**src/rtl/mpt_pkg.sv**
```systemverilog
package mpt_pkg;
  localparam int MCR_OFF     = 'h000;
  localparam int CH_BASE_OFF = 'h100;
  localparam int OFF_LOAD    = 'h0;
  localparam int OFF_COUNT   = 'h4;
  localparam int OFF_CTRL    = 'h8;
  localparam int OFF_FLAG    = 'hC;

  typedef enum logic [2:0] {
    RK_NONE,
    RK_MCR,
    RK_LOAD,
    RK_COUNT,
    RK_CTRL,
    RK_FLAG
  } rkind_e;

  typedef struct packed {
    logic chain;
    logic ie;
    logic en;
  } ctrl_t;
endpackage

```
**src/rtl/mpt_decode.sv**
```systemverilog
module mpt_decode
  import mpt_pkg::*;
#(
  parameter int NCH = 4,
  parameter int AW  = 12,
  parameter int CHW = 2
) (
  input  logic           clk,
  input  logic           rst,
  input  logic [AW-1:0]  addr_i,
  input  logic           we_i,
  output rkind_e         rkind_o,
  output logic [CHW-1:0] rch_o,
  output logic           mcr_we_o,
  output logic [NCH-1:0] ld_we_o,
  output logic [NCH-1:0] ctrl_we_o,
  output logic [NCH-1:0] flg_we_o
);
  localparam logic [AW-1:0]   CH_BASE = AW'(CH_BASE_OFF);
  localparam logic [AW-5:0]   NCH_L   = (AW-4)'(NCH);

  logic [AW-1:0] rel;
  logic [AW-5:0] slot;
  logic [3:0]    off;
  logic          in_ch;

  assign rel   = addr_i - CH_BASE;
  assign slot  = rel[AW-1:4];
  assign off   = rel[3:0];
  assign in_ch = (addr_i >= CH_BASE) && (slot < NCH_L);
  assign rch_o = slot[CHW-1:0];

  always_comb begin
    rkind_o = RK_NONE;
    if (addr_i == AW'(MCR_OFF)) begin
      rkind_o = RK_MCR;
    end else if (in_ch) begin
      case (off)
        4'(OFF_LOAD):  rkind_o = RK_LOAD;
        4'(OFF_COUNT): rkind_o = RK_COUNT;
        4'(OFF_CTRL):  rkind_o = RK_CTRL;
        4'(OFF_FLAG):  rkind_o = RK_FLAG;
        default:       rkind_o = RK_NONE;
      endcase
    end
  end

  assign mcr_we_o = we_i && (rkind_o == RK_MCR);

  for (genvar i = 0; i < NCH; i++) begin : g_we
    logic hit;
    assign hit          = we_i && (rch_o == CHW'(i));
    assign ld_we_o[i]   = hit && (rkind_o == RK_LOAD);
    assign ctrl_we_o[i] = hit && (rkind_o == RK_CTRL);
    assign flg_we_o[i]  = hit && (rkind_o == RK_FLAG);
  end


  one_target_chk: assert property (@(posedge clk) disable iff (rst)
    $onehot0({mcr_we_o, ld_we_o, ctrl_we_o, flg_we_o}));
endmodule

```
**src/rtl/mpt_channel.sv**
```systemverilog
module mpt_channel
  import mpt_pkg::*;
#(
  parameter int CW  = 32,
  parameter int IDX = 0
) (
  input  logic          clk,
  input  logic          rst,
  input  logic          mdis_i,
  input  logic          ld_we_i,
  input  logic          ctrl_we_i,
  input  logic          flg_we_i,
  input  logic [CW-1:0] ld_wd_i,
  input  ctrl_t         ctrl_wd_i,
  input  logic          flg_clr_i,
  input  logic          prev_exp_i,
  output logic          exp_o,
  output logic [CW-1:0] load_o,
  output logic [CW-1:0] cnt_o,
  output ctrl_t         ctrl_o,
  output logic          flag_o,
  output logic          irq_o
);
  localparam bit CAN_CHAIN = (IDX > 0);

  logic [CW-1:0] load_q, cnt_q;
  ctrl_t         ctrl_q;
  logic          flag_q, irq_q;
  logic          chain_act, tick, run, at_zero, en_rise;

  if (CAN_CHAIN) begin : g_chain
    assign chain_act = ctrl_q.chain;
  end else begin : g_nochain
    assign chain_act = 1'b0;
  end

  assign tick    = chain_act ? prev_exp_i : 1'b1;
  assign run     = ctrl_q.en && !mdis_i;
  assign at_zero = (cnt_q == '0);
  assign exp_o   = run && tick && at_zero;
  assign en_rise = ctrl_we_i && ctrl_wd_i.en && !ctrl_q.en;

  always_ff @(posedge clk) begin
    if (rst) begin
      load_q <= '0;
      cnt_q  <= '0;
      ctrl_q <= '0;
      flag_q <= 1'b0;
      irq_q  <= 1'b0;
    end else begin
      if (ld_we_i) load_q <= ld_wd_i;
      if (ctrl_we_i) ctrl_q <= ctrl_wd_i;
      if (en_rise) begin
        cnt_q <= load_q;
      end else if (run && tick) begin
        cnt_q <= at_zero ? load_q : cnt_q - 1'b1;
      end
      if (exp_o) begin
        flag_q <= 1'b1;
      end else if (flg_we_i && flg_clr_i) begin
        flag_q <= 1'b0;
      end
      irq_q <= flag_q && ctrl_q.ie;
    end
  end

  assign load_o = load_q;
  assign cnt_o  = cnt_q;
  assign ctrl_o = ctrl_q;
  assign flag_o = flag_q;
  assign irq_o  = irq_q;


  hold_when_off_chk: assert property (@(posedge clk) disable iff (rst)
    (!ctrl_q.en && !ctrl_we_i) |=> $stable(cnt_q));

  freeze_chk: assert property (@(posedge clk) disable iff (rst)
    (mdis_i && !ctrl_we_i) |=> $stable(cnt_q));

  reload_chk: assert property (@(posedge clk) disable iff (rst)
    exp_o |=> (cnt_q == $past(load_q)));

  flag_set_chk: assert property (@(posedge clk) disable iff (rst)
    $rose(flag_q) |-> $past(exp_o));

  irq_src_chk: assert property (@(posedge clk) disable iff (rst)
    irq_o |-> $past(flag_q && ctrl_q.ie));

  if (CAN_CHAIN) begin : g_chain_chk

    chain_step_chk: assert property (@(posedge clk) disable iff (rst)
      (ctrl_q.chain && !prev_exp_i && !ctrl_we_i) |=> $stable(cnt_q));
  end
endmodule

```
**src/rtl/mpt_timer.sv**
```systemverilog
module mpt_timer
  import mpt_pkg::*;
#(
  parameter int NCH = 4,
  parameter int AW  = 12,
  parameter int DW  = 32,
  parameter int CW  = 32
) (
  input  logic           clk,
  input  logic           rst,
  input  logic [AW-1:0]  bus_addr,
  input  logic           bus_we,
  input  logic [DW-1:0]  bus_wdata,
  output logic [DW-1:0]  bus_rdata,
  output logic [NCH-1:0] irq
);
  localparam int CHW = (NCH > 1) ? $clog2(NCH) : 1;

  rkind_e         rkind;
  logic [CHW-1:0] rch;
  logic           mcr_we;
  logic [NCH-1:0] ld_we, ctrl_we, flg_we;
  logic           mdis_q;

  logic [CW-1:0]  load_a [NCH];
  logic [CW-1:0]  cnt_a  [NCH];
  ctrl_t          ctrl_a [NCH];
  logic [NCH-1:0] flag_v, exp_v, irq_v;

  mpt_decode #(.NCH(NCH), .AW(AW), .CHW(CHW)) dec_i (
    .clk       (clk),
    .rst       (rst),
    .addr_i    (bus_addr),
    .we_i      (bus_we),
    .rkind_o   (rkind),
    .rch_o     (rch),
    .mcr_we_o  (mcr_we),
    .ld_we_o   (ld_we),
    .ctrl_we_o (ctrl_we),
    .flg_we_o  (flg_we)
  );

  always_ff @(posedge clk) begin
    if (rst) mdis_q <= 1'b1;
    else if (mcr_we) mdis_q <= bus_wdata[1];
  end

  for (genvar i = 0; i < NCH; i++) begin : g_ch
    logic prev_exp;
    if (i == 0) begin : g_first
      assign prev_exp = 1'b0;
    end else begin : g_next
      assign prev_exp = exp_v[i-1];
    end

    mpt_channel #(.CW(CW), .IDX(i)) ch_i (
      .clk        (clk),
      .rst        (rst),
      .mdis_i     (mdis_q),
      .ld_we_i    (ld_we[i]),
      .ctrl_we_i  (ctrl_we[i]),
      .flg_we_i   (flg_we[i]),
      .ld_wd_i    (bus_wdata[CW-1:0]),
      .ctrl_wd_i  (ctrl_t'(bus_wdata[2:0])),
      .flg_clr_i  (bus_wdata[0]),
      .prev_exp_i (prev_exp),
      .exp_o      (exp_v[i]),
      .load_o     (load_a[i]),
      .cnt_o      (cnt_a[i]),
      .ctrl_o     (ctrl_a[i]),
      .flag_o     (flag_v[i]),
      .irq_o      (irq_v[i])
    );
  end

  always_ff @(posedge clk) begin
    if (rst) begin
      bus_rdata <= '0;
    end else begin
      case (rkind)
        RK_MCR:   bus_rdata <= DW'({mdis_q, 1'b0});
        RK_LOAD:  bus_rdata <= DW'(load_a[rch]);
        RK_COUNT: bus_rdata <= DW'(cnt_a[rch]);
        RK_CTRL:  bus_rdata <= DW'(ctrl_a[rch]);
        RK_FLAG:  bus_rdata <= DW'(flag_v[rch]);
        default:  bus_rdata <= '0;
      endcase
    end
  end

  assign irq = irq_v;
endmodule

```
**config.mk**
```make
export PLATFORM = sky130hd
export DESIGN_NAME = mpt_timer
export DESIGN_NICKNAME = d
export VERILOG_FILES = /design/src/rtl/mpt_pkg.sv /design/src/rtl/mpt_decode.sv /design/src/rtl/mpt_channel.sv /design/src/rtl/mpt_timer.sv
export SDC_FILE = /design/constraint.sdc
export NUM_CORES = 1
export LEC_CHECK = 0
export ABC_AREA = 1
export ABC_CLOCK_PERIOD_IN_PS = 2700
export BUFFER_PORTS_ARGS = -buffer_cell sky130_fd_sc_hd__buf_2
export CAP_MARGIN = 20
export CORE_MARGIN = 2
export CORE_UTILIZATION = 50
export CTS_CLUSTER_DIAMETER = 100
export CTS_CLUSTER_SIZE = 12
export DETAILED_ROUTE_END_ITERATION = 12
export HOLD_SLACK_MARGIN = 0.06
export PLACE_DENSITY_LB_ADDON = 0.1
export SLEW_MARGIN = 0
export SYNTH_ARGS = -nofsm -noshare
export SYNTH_HDL_FRONTEND = slang
export SYNTH_SLANG_ARGS = --single-unit
```
**constraint.sdc**
```tcl
create_clock -name clk -period 2.7 [get_ports clk]
set_input_delay 0 -clock clk [delete_from_list [all_inputs] [get_ports clk]]
set_output_delay 0 -clock clk [all_outputs]
set_load 0.005 [all_outputs]
```
---- Yosys cells after proc, flatten, opt, wreduce, memory -nomap -nowiden ----
Index checks and enable logic that the tools add are counted.
Widths: inputs -> output; s select.
word-level totals
  flip-flop bits (word level) ............. 309
  bits in latches ......................... 0
  memory bits (writable) .................. 0
  memory bits (read-only) ................. 0
  input port bits ......................... 47
  output and inout bits ................... 36
  word-level logic and storage cells ...... 154
  memories kept ........................... 0
cells by class
  add/subtract/negate cells ............... 5
  $mul .................................... 0
  divide/modulo/power cells ............... 0
  order comparisons ....................... 4
  equal/unequal tests ..................... 11
  shift-type cells ........................ 0
  multiplexer cells ....................... 38
  bitwise logic cells ..................... 1
  reduce and logical (&&, ||, !) cells .... 65
operators with widths
  cell                   count
  $mux 32                16
  $pmux 32 s5            1
  $bmux 32 s2            2
  $logic_not 32->1       4
  $sub 32x1->32 const B  4
  $logic_and 1x1->1      45
  $reduce_bool 2->1      8
  $ge 12x9->1 const B    1
  $logic_not 12->1       1
  $mux 1                 12
  $mux 3                 4
  $pmux 3 s4             1
  $sub 12x9->12 const B  1
  $eq 4x4->1 const B     2
  $lt 8x3->1 const B     1
  $bmux 3 s2             1
  $eq 3x2->1 const B     2
  $eq 3x3->1 const B     2
  $logic_not 1->1        5
  $eq 2x2->1 const B     2
  $eq 4x3->1 const B     1
  $logic_not 4->1        1
  $eq 3x1->1 const B     1
  $ge 3x3->1 const B     1
  other kinds (5)        5

---- Depth between registers and ports, before layout ----
  depth after elaboration ................. 13
  mapped depth ............................ 18
  gate-level depth less buffers ........... 17

---- By module ----
A second synthesis with hierarchy kept.
second synthesis, totals
  cells, all modules ...................... 3076
  area, all modules ....................... 18939.4 sq um
by module, submodules not included
  module                           times used  cells an instance  area an instance (sq um)  seq. area each (sq um)
  mpt_channel at g_ch[1].ch_i ...  2           585                3817.4                    1381.3
  mpt_channel at g_ch[3].ch_i      1           589                3823.7                    1381.3
  mpt_channel at g_ch[0].ch_i      1           572                3696.0                    1381.3
  mpt_timer                        1           686                3478.3                    660.6
  mpt_decode                       1           59                 306.5                     0.0

---- Least setup slack after synthesis ----
OpenSTA, ideal clock, no wires.
  path type ............................... register to register
  start point ............................. reg g_ch[2].ch_i.cnt_q[0]
  end point ............................... reg g_ch[2].ch_i.cnt_q[26]
  library setup time ...................... 0.132 ns
  arrival time ............................ 1.749 ns
  data required time ...................... 2.568 ns
  path slack .............................. 0.818 ns
  stages on the path, launching flop included .. 13
  buffers on the path ..................... 0
  clock period less this slack ............ 1.882 ns
  path through ............................ dfxtp_1 > inv_1 > ha_1 > inv_1 > nor2_1 > nand2_1 > nor2_1 > nand3_1 > nor2_1 > nand2_1 > xnor2_1 > o211ai_1 > a21oi_1
on the way
  cells in the longest elaborated chain, start to end .. 4
  elaborated cells between the ends (all ways) .. 5
  those cells by class .................... add/sub (1); mux (3); reduce/logical (1)
ends and longest elaborated chain
  item                                                      line                                  text
  start: declaration                                        mpt_channel.sv:26                     logic [CW-1:0] load_q, cnt_q;
  start signal: assignment                                  mpt_channel.sv:54                     cnt_q <= load_q;
  start signal: assignment                                  mpt_channel.sv:56                     cnt_q <= at_zero ? load_q : cnt_q - 1'b1;
  $sub 32x1->32 / $logic_not 32->1 (equally long branches)  mpt_channel.sv:56, mpt_channel.sv:39
  $mux 32 (*)                                               mpt_channel.sv:56
  $mux 32 (*)                                               mpt_channel.sv:55                     end else if (run && tick) begin
  $mux 32 (*)                                               mpt_channel.sv:53                     if (en_rise) begin
Mark *: on every way between the ends. The rest lies on a longest branch, timed or not. The select of a mux whose other input is x is not followed.
A chain may end at the register's enable or synchronous reset.

---- Final worst setup path ----
  start point ............................. in bus_addr[4]
  end point ............................... reg g_ch[0].ch_i.load_q[3]
on the way
  cells in the longest elaborated chain, start to end .. 7
  elaborated cells between the ends (all ways) .. 11
  those cells by class .................... add/sub (1); order compare (2); eq/ne (1); mux (2); reduce/logical (5)
ends and longest elaborated chain
  item                    line               text
  start: declaration      mpt_timer.sv:11    input logic [AW-1:0] bus_addr,
  $sub 12x9->12           mpt_decode.sv:27   assign rel = addr_i - CH_BASE;
  $lt 8x3->1              mpt_decode.sv:30   assign in_ch = (addr_i >= CH_BASE) && (slot < NCH_L);
  $logic_and 1x1->1       mpt_decode.sv:30
  $mux 3                  mpt_decode.sv:37   end else if (in_ch) begin
  $mux 3                  mpt_decode.sv:35   if (addr_i == AW'(MCR_OFF)) begin
  $eq 3x2->1              mpt_decode.sv:53   assign ld_we_o[i] = hit && (rkind_o == RK_LOAD);
  $logic_and 1x1->1 (*)   mpt_decode.sv:53
  end signal: assignment  mpt_channel.sv:51  if (ld_we_i) load_q <= ld_wd_i;
  end: declaration        mpt_channel.sv:26
Mark *: on every way between the ends. The rest lies on a longest branch, timed or not.

==> metrics.md <==
| Metric | Value |
|---|---|
| Setup TNS Final | `0 ns` |
| Syn. warnings | `0` |
| Die Y | `189 microns` |
| Fraction of layout cells with a size suffix above 1 | `9.69%` |
| TritonCTS clock tree | `yes` |
| Final hold viol count | `0` |
| Sw Share | `24.2%` |
| Initial Util | `50.9%` |
| Kind of start point of the critical path | `primary input` |
| Pre-CTS WS | `0.192 ns` |
| Crit Path Max Fanout | `29` |
| Critical Path End Type | `flop` |
| Diodes inserted | `0` |
| First-pass GRT wire length | `103,000 microns` |
| RSZ-0062 raised after global routing | `false` |
| LEAKAGE | `8.37 nW` |
| Vias in the first global route | `16,900` |
| Final worst setup slack | `0.216 ns` |
| Final Max Slew Viols | `0` |
| Fillers | `3,374` |
| Cell Area, Synth | `0.0171 sq mm` |
| Clk root buf | `clkbuf_16` |
| Prevailing post-synth register cell | `dfxtp_1` |
| Synth unique cells | `50` |
| Post-Syn Nets | `2,575` |
| Reg clk slew, reported paths | `around 0.070 ns` |
| Synthesized area per cell | `between 6 and 7 sq um` |
| Gate Count Post-Synth | `between 2,000 and 3,000` |
| NetSw | `around 2.1 mW` |
| Fmax | `0.403 GHz` |
| Die area | `0.0356 sq mm` |
| Sink Count | `309` |
| Max-cap violation count | `0` |
| Worst VDD drop | `0.457 mV` |
| Clock share of power | `between 40% and 50%` |
| Longest Clk Path Bufs | `3` |
| Number of remaining DRC errors | `0` |
| GRT Residual Overflow | `0` |
| Total Nets Final | `2,666` |
| Via Count | `around 18,000` |
| DR pass1 iterations | `6` |
| Seq cells post-synth | `309` |
| Avg Vias per Cell | `5.91` |
| Antenna viol nets, final | `0` |
| Largest net degree at the start of global routing | `66` |
| Synth async-reset ratio | `0%` |
| Slew headroom | `39.5%` |
| Syn-to-layout area delta | `13.0%` |
| Tcrit/Tclk final | `92.0%` |
| Routability cong. | `around 1` |
| CTS buffer count | `29` |
| Clock Latency Late Sink | `roughly 0.59 ns` |
| Post-DP HPWL | `approximately 50,000 microns` |
| Critical path data required time | `3.22 ns` |
| Sequential Power Share | `52.7%` |
| Status | `finished, final reports clean` |
| Row cnt | `67` |
| Utilization after layout | `57.5%` |
| Initial drt markers | `2,195` |
| Hold Slack | `0.117 ns` |
| Minimum clock period after layout | `2.48 ns` |
| Chip width | `189 microns` |
| Routed len/inst | `roughly 22 microns` |
| PwrDens | `roughly 450 mW/mm^2` |
| Port bufs | `82` |
| WL final | `68,400 microns` |
| Number of synthesized flops with an enable pin | `0` |
| Placement Cell Area | `0.0180 sq mm` |
| Sequential area share after synthesis | `36.3%` |
| Worst Path Arrival | `3.00 ns` |
| Cell Int Power | `6.55 mW` |
| H-Tree Level Count | `1` |
| Actual slew at the worst max-slew pin | `0.908 ns` |
| Clock skew | `~0.033 ns` |
| Hold Crit Class | `primary input to flop` |
| GR Util All Layers | `~38%` |
| Std-Cell Core Area | `0.0335 sq mm` |
| Critical setup path kind | `primary input to flop` |
| Initial antenna violation count | `1` |
| Count of final setup violators | `0` |
| Finished Cell Area | `a little under 0.02 sq mm` |
| # IOs | `83` |
| Logic gate share of total power | `a little under 5%` |
## power by group through the flow
stage	logic (mW)	registers, mW	clock network [mW]
2_1_floorplan	0.187	4.66	0
3_3_place_gp	0.358	4.66	0
3_5_place_dp	0.357	4.66	0
4_1_cts	0.402	4.56	3.69
5_1_grt	0.444	4.56	3.85
6_report	0.425	4.56	3.66
## placed cells by master, fill, tap and decap left out, drive strengths merged, types with 21 or more instances in the layout
master       count
nand2          414
dfxtp          309
nor2           301
inv            297
o21ai          281
a21oi          252
buf            164
nand3          106
xor2            82
o22ai           60
nor3            43
dlygate4sd3     42
o211ai          39
a22oi           35
a31oi           31
clkbuf          29
nand4           24
xnor2           21
## flip-flops by register name (all words and copies together), names as in the netlist
signal and flops:
g_ch.ch_i.cnt_o 128, g_ch.ch_i.load_o 128, bus_rdata 32, g_ch.ch_i.ctrl_o 9
g_ch.ch_i.flag_o 4, g_ch.ch_i.irq_o 4, g_ch.ch_i.chain_act 3, mdis_q 1
## layout make-up
class,count,area [sq um],share of cell area [%]
timing repair buffer,206,1550,8.03
sequential,309,6190,32.1
tap,448,561,2.91
multi-input combinational,1767,9120,47.3
clock buffer,29,726,3.77
inverter,298,1130,5.84
clock inverter,1,5.00,0.0260
## per-stage QoR
stage	total power [mW]	std cells
finish	8.65	3058
global route	8.85	3058
CTS	8.65	3056
detailed placement	5.02	2983
global placement	5.02	2983
floorplan	4.85	2520
## what timing repair did
item / CTS / global route
gates resized for setup: 0 / 23
endpoints found under the setup margin: 0 / 137
hold endpoints to repair: 170 / 0
buffers inserted: 0 / 3
hold buffers: 43 / 0
## per-layer routing
| layer | vias up | part of all wire, % | GRT usage (%) |
|---|---|---|---|
| met4 | 0 | 3.6 | 12.8 |
| met3 | 160 | 9.1 | 6.30 |
| met5 | - | 0 | 0 |
| met1 | 8422 | 42 | 51.8 |
| met2 | 921 | 45 | 60.5 |
| li1 | 8575 | - | - |
## critical path: stages
cell           delay, ns
dlygate4sd3_1       0.53
buf_2               0.17
nor2_2              0.12
inv_2               0.05
buf_4               0.27
nor2_1              0.22
clkinv_1            0.35
nor2_2              0.45
o21ai_0             0.12
nor2_1              0.12
dlygate4sd3_1       0.58
## synthesized netlist by cell type (all sizes together), types with 3 or more instances
| library cell | n | area, sq um |
|---|---|---|
| a31oi | 31 | 194 |
| a22oi | 35 | 263 |
| nand3 | 106 | 551 |
| o2bb2ai | 3 | 26.3 |
| buf | 57 | 362 |
| nand4 | 24 | 169 |
| dfxtp | 309 | 6190 |
| xor2 | 82 | 718 |
| o21bai | 7 | 52.6 |
| o311ai | 5 | 43.8 |
| o211ai | 39 | 293 |
| clkbuf | 89 | 335 |
| nor2 | 301 | 1180 |
| and2 | 3 | 18.8 |
| o21ai | 281 | 1410 |
| nor3 | 43 | 230 |
| inv | 297 | 1120 |
| or2 | 3 | 18.8 |
| xnor2 | 21 | 184 |
| o221ai | 16 | 140 |
| o22ai | 60 | 375 |
| a21oi | 252 | 1260 |
| ha | 8 | 100 |
| o31ai | 3 | 27.5 |
| nor4 | 17 | 106 |
| nand2 | 414 | 1590 |
| a211oi | 4 | 30.0 |
## worst paths after layout
kind	from	endpoint	slack, ns	depth (start not counted)
max	bus_addr[4]	g_ch[0].ch_i.load_o[3]$_SDFFE_PP0P_	0.22	11
min	bus_addr[8]	bus_rdata[4]$_SDFF_PP0_	0.12	6
max reg2reg	g_ch[1].ch_i.cnt_o[24]$_SDFFE_PP0P_	g_ch[3].ch_i.cnt_o[27]$_SDFFE_PP0P_	0.22	14
min reg2reg	g_ch[3].ch_i.load_o[9]$_SDFFE_PP0P_	g_ch[3].ch_i.load_o[9]$_SDFFE_PP0P_	0.47	2
## cell families after synthesis
| family | Yosys count | share of synthesized area, % |
|---|---|---|
| and+or+nand+nor | 915 | 22.8 |
| buffers and inverters | 444 | 10.7 |
| AOI/OAI and AO/OA | 741 | 24.4 |
| xor gates and xnor gates | 103 | 5.29 |
| adders and majority gates | 8 | 0.587 |
| DFF | 309 | 36.3 |
Note: power is estimated with default switching activity, not from simulation.
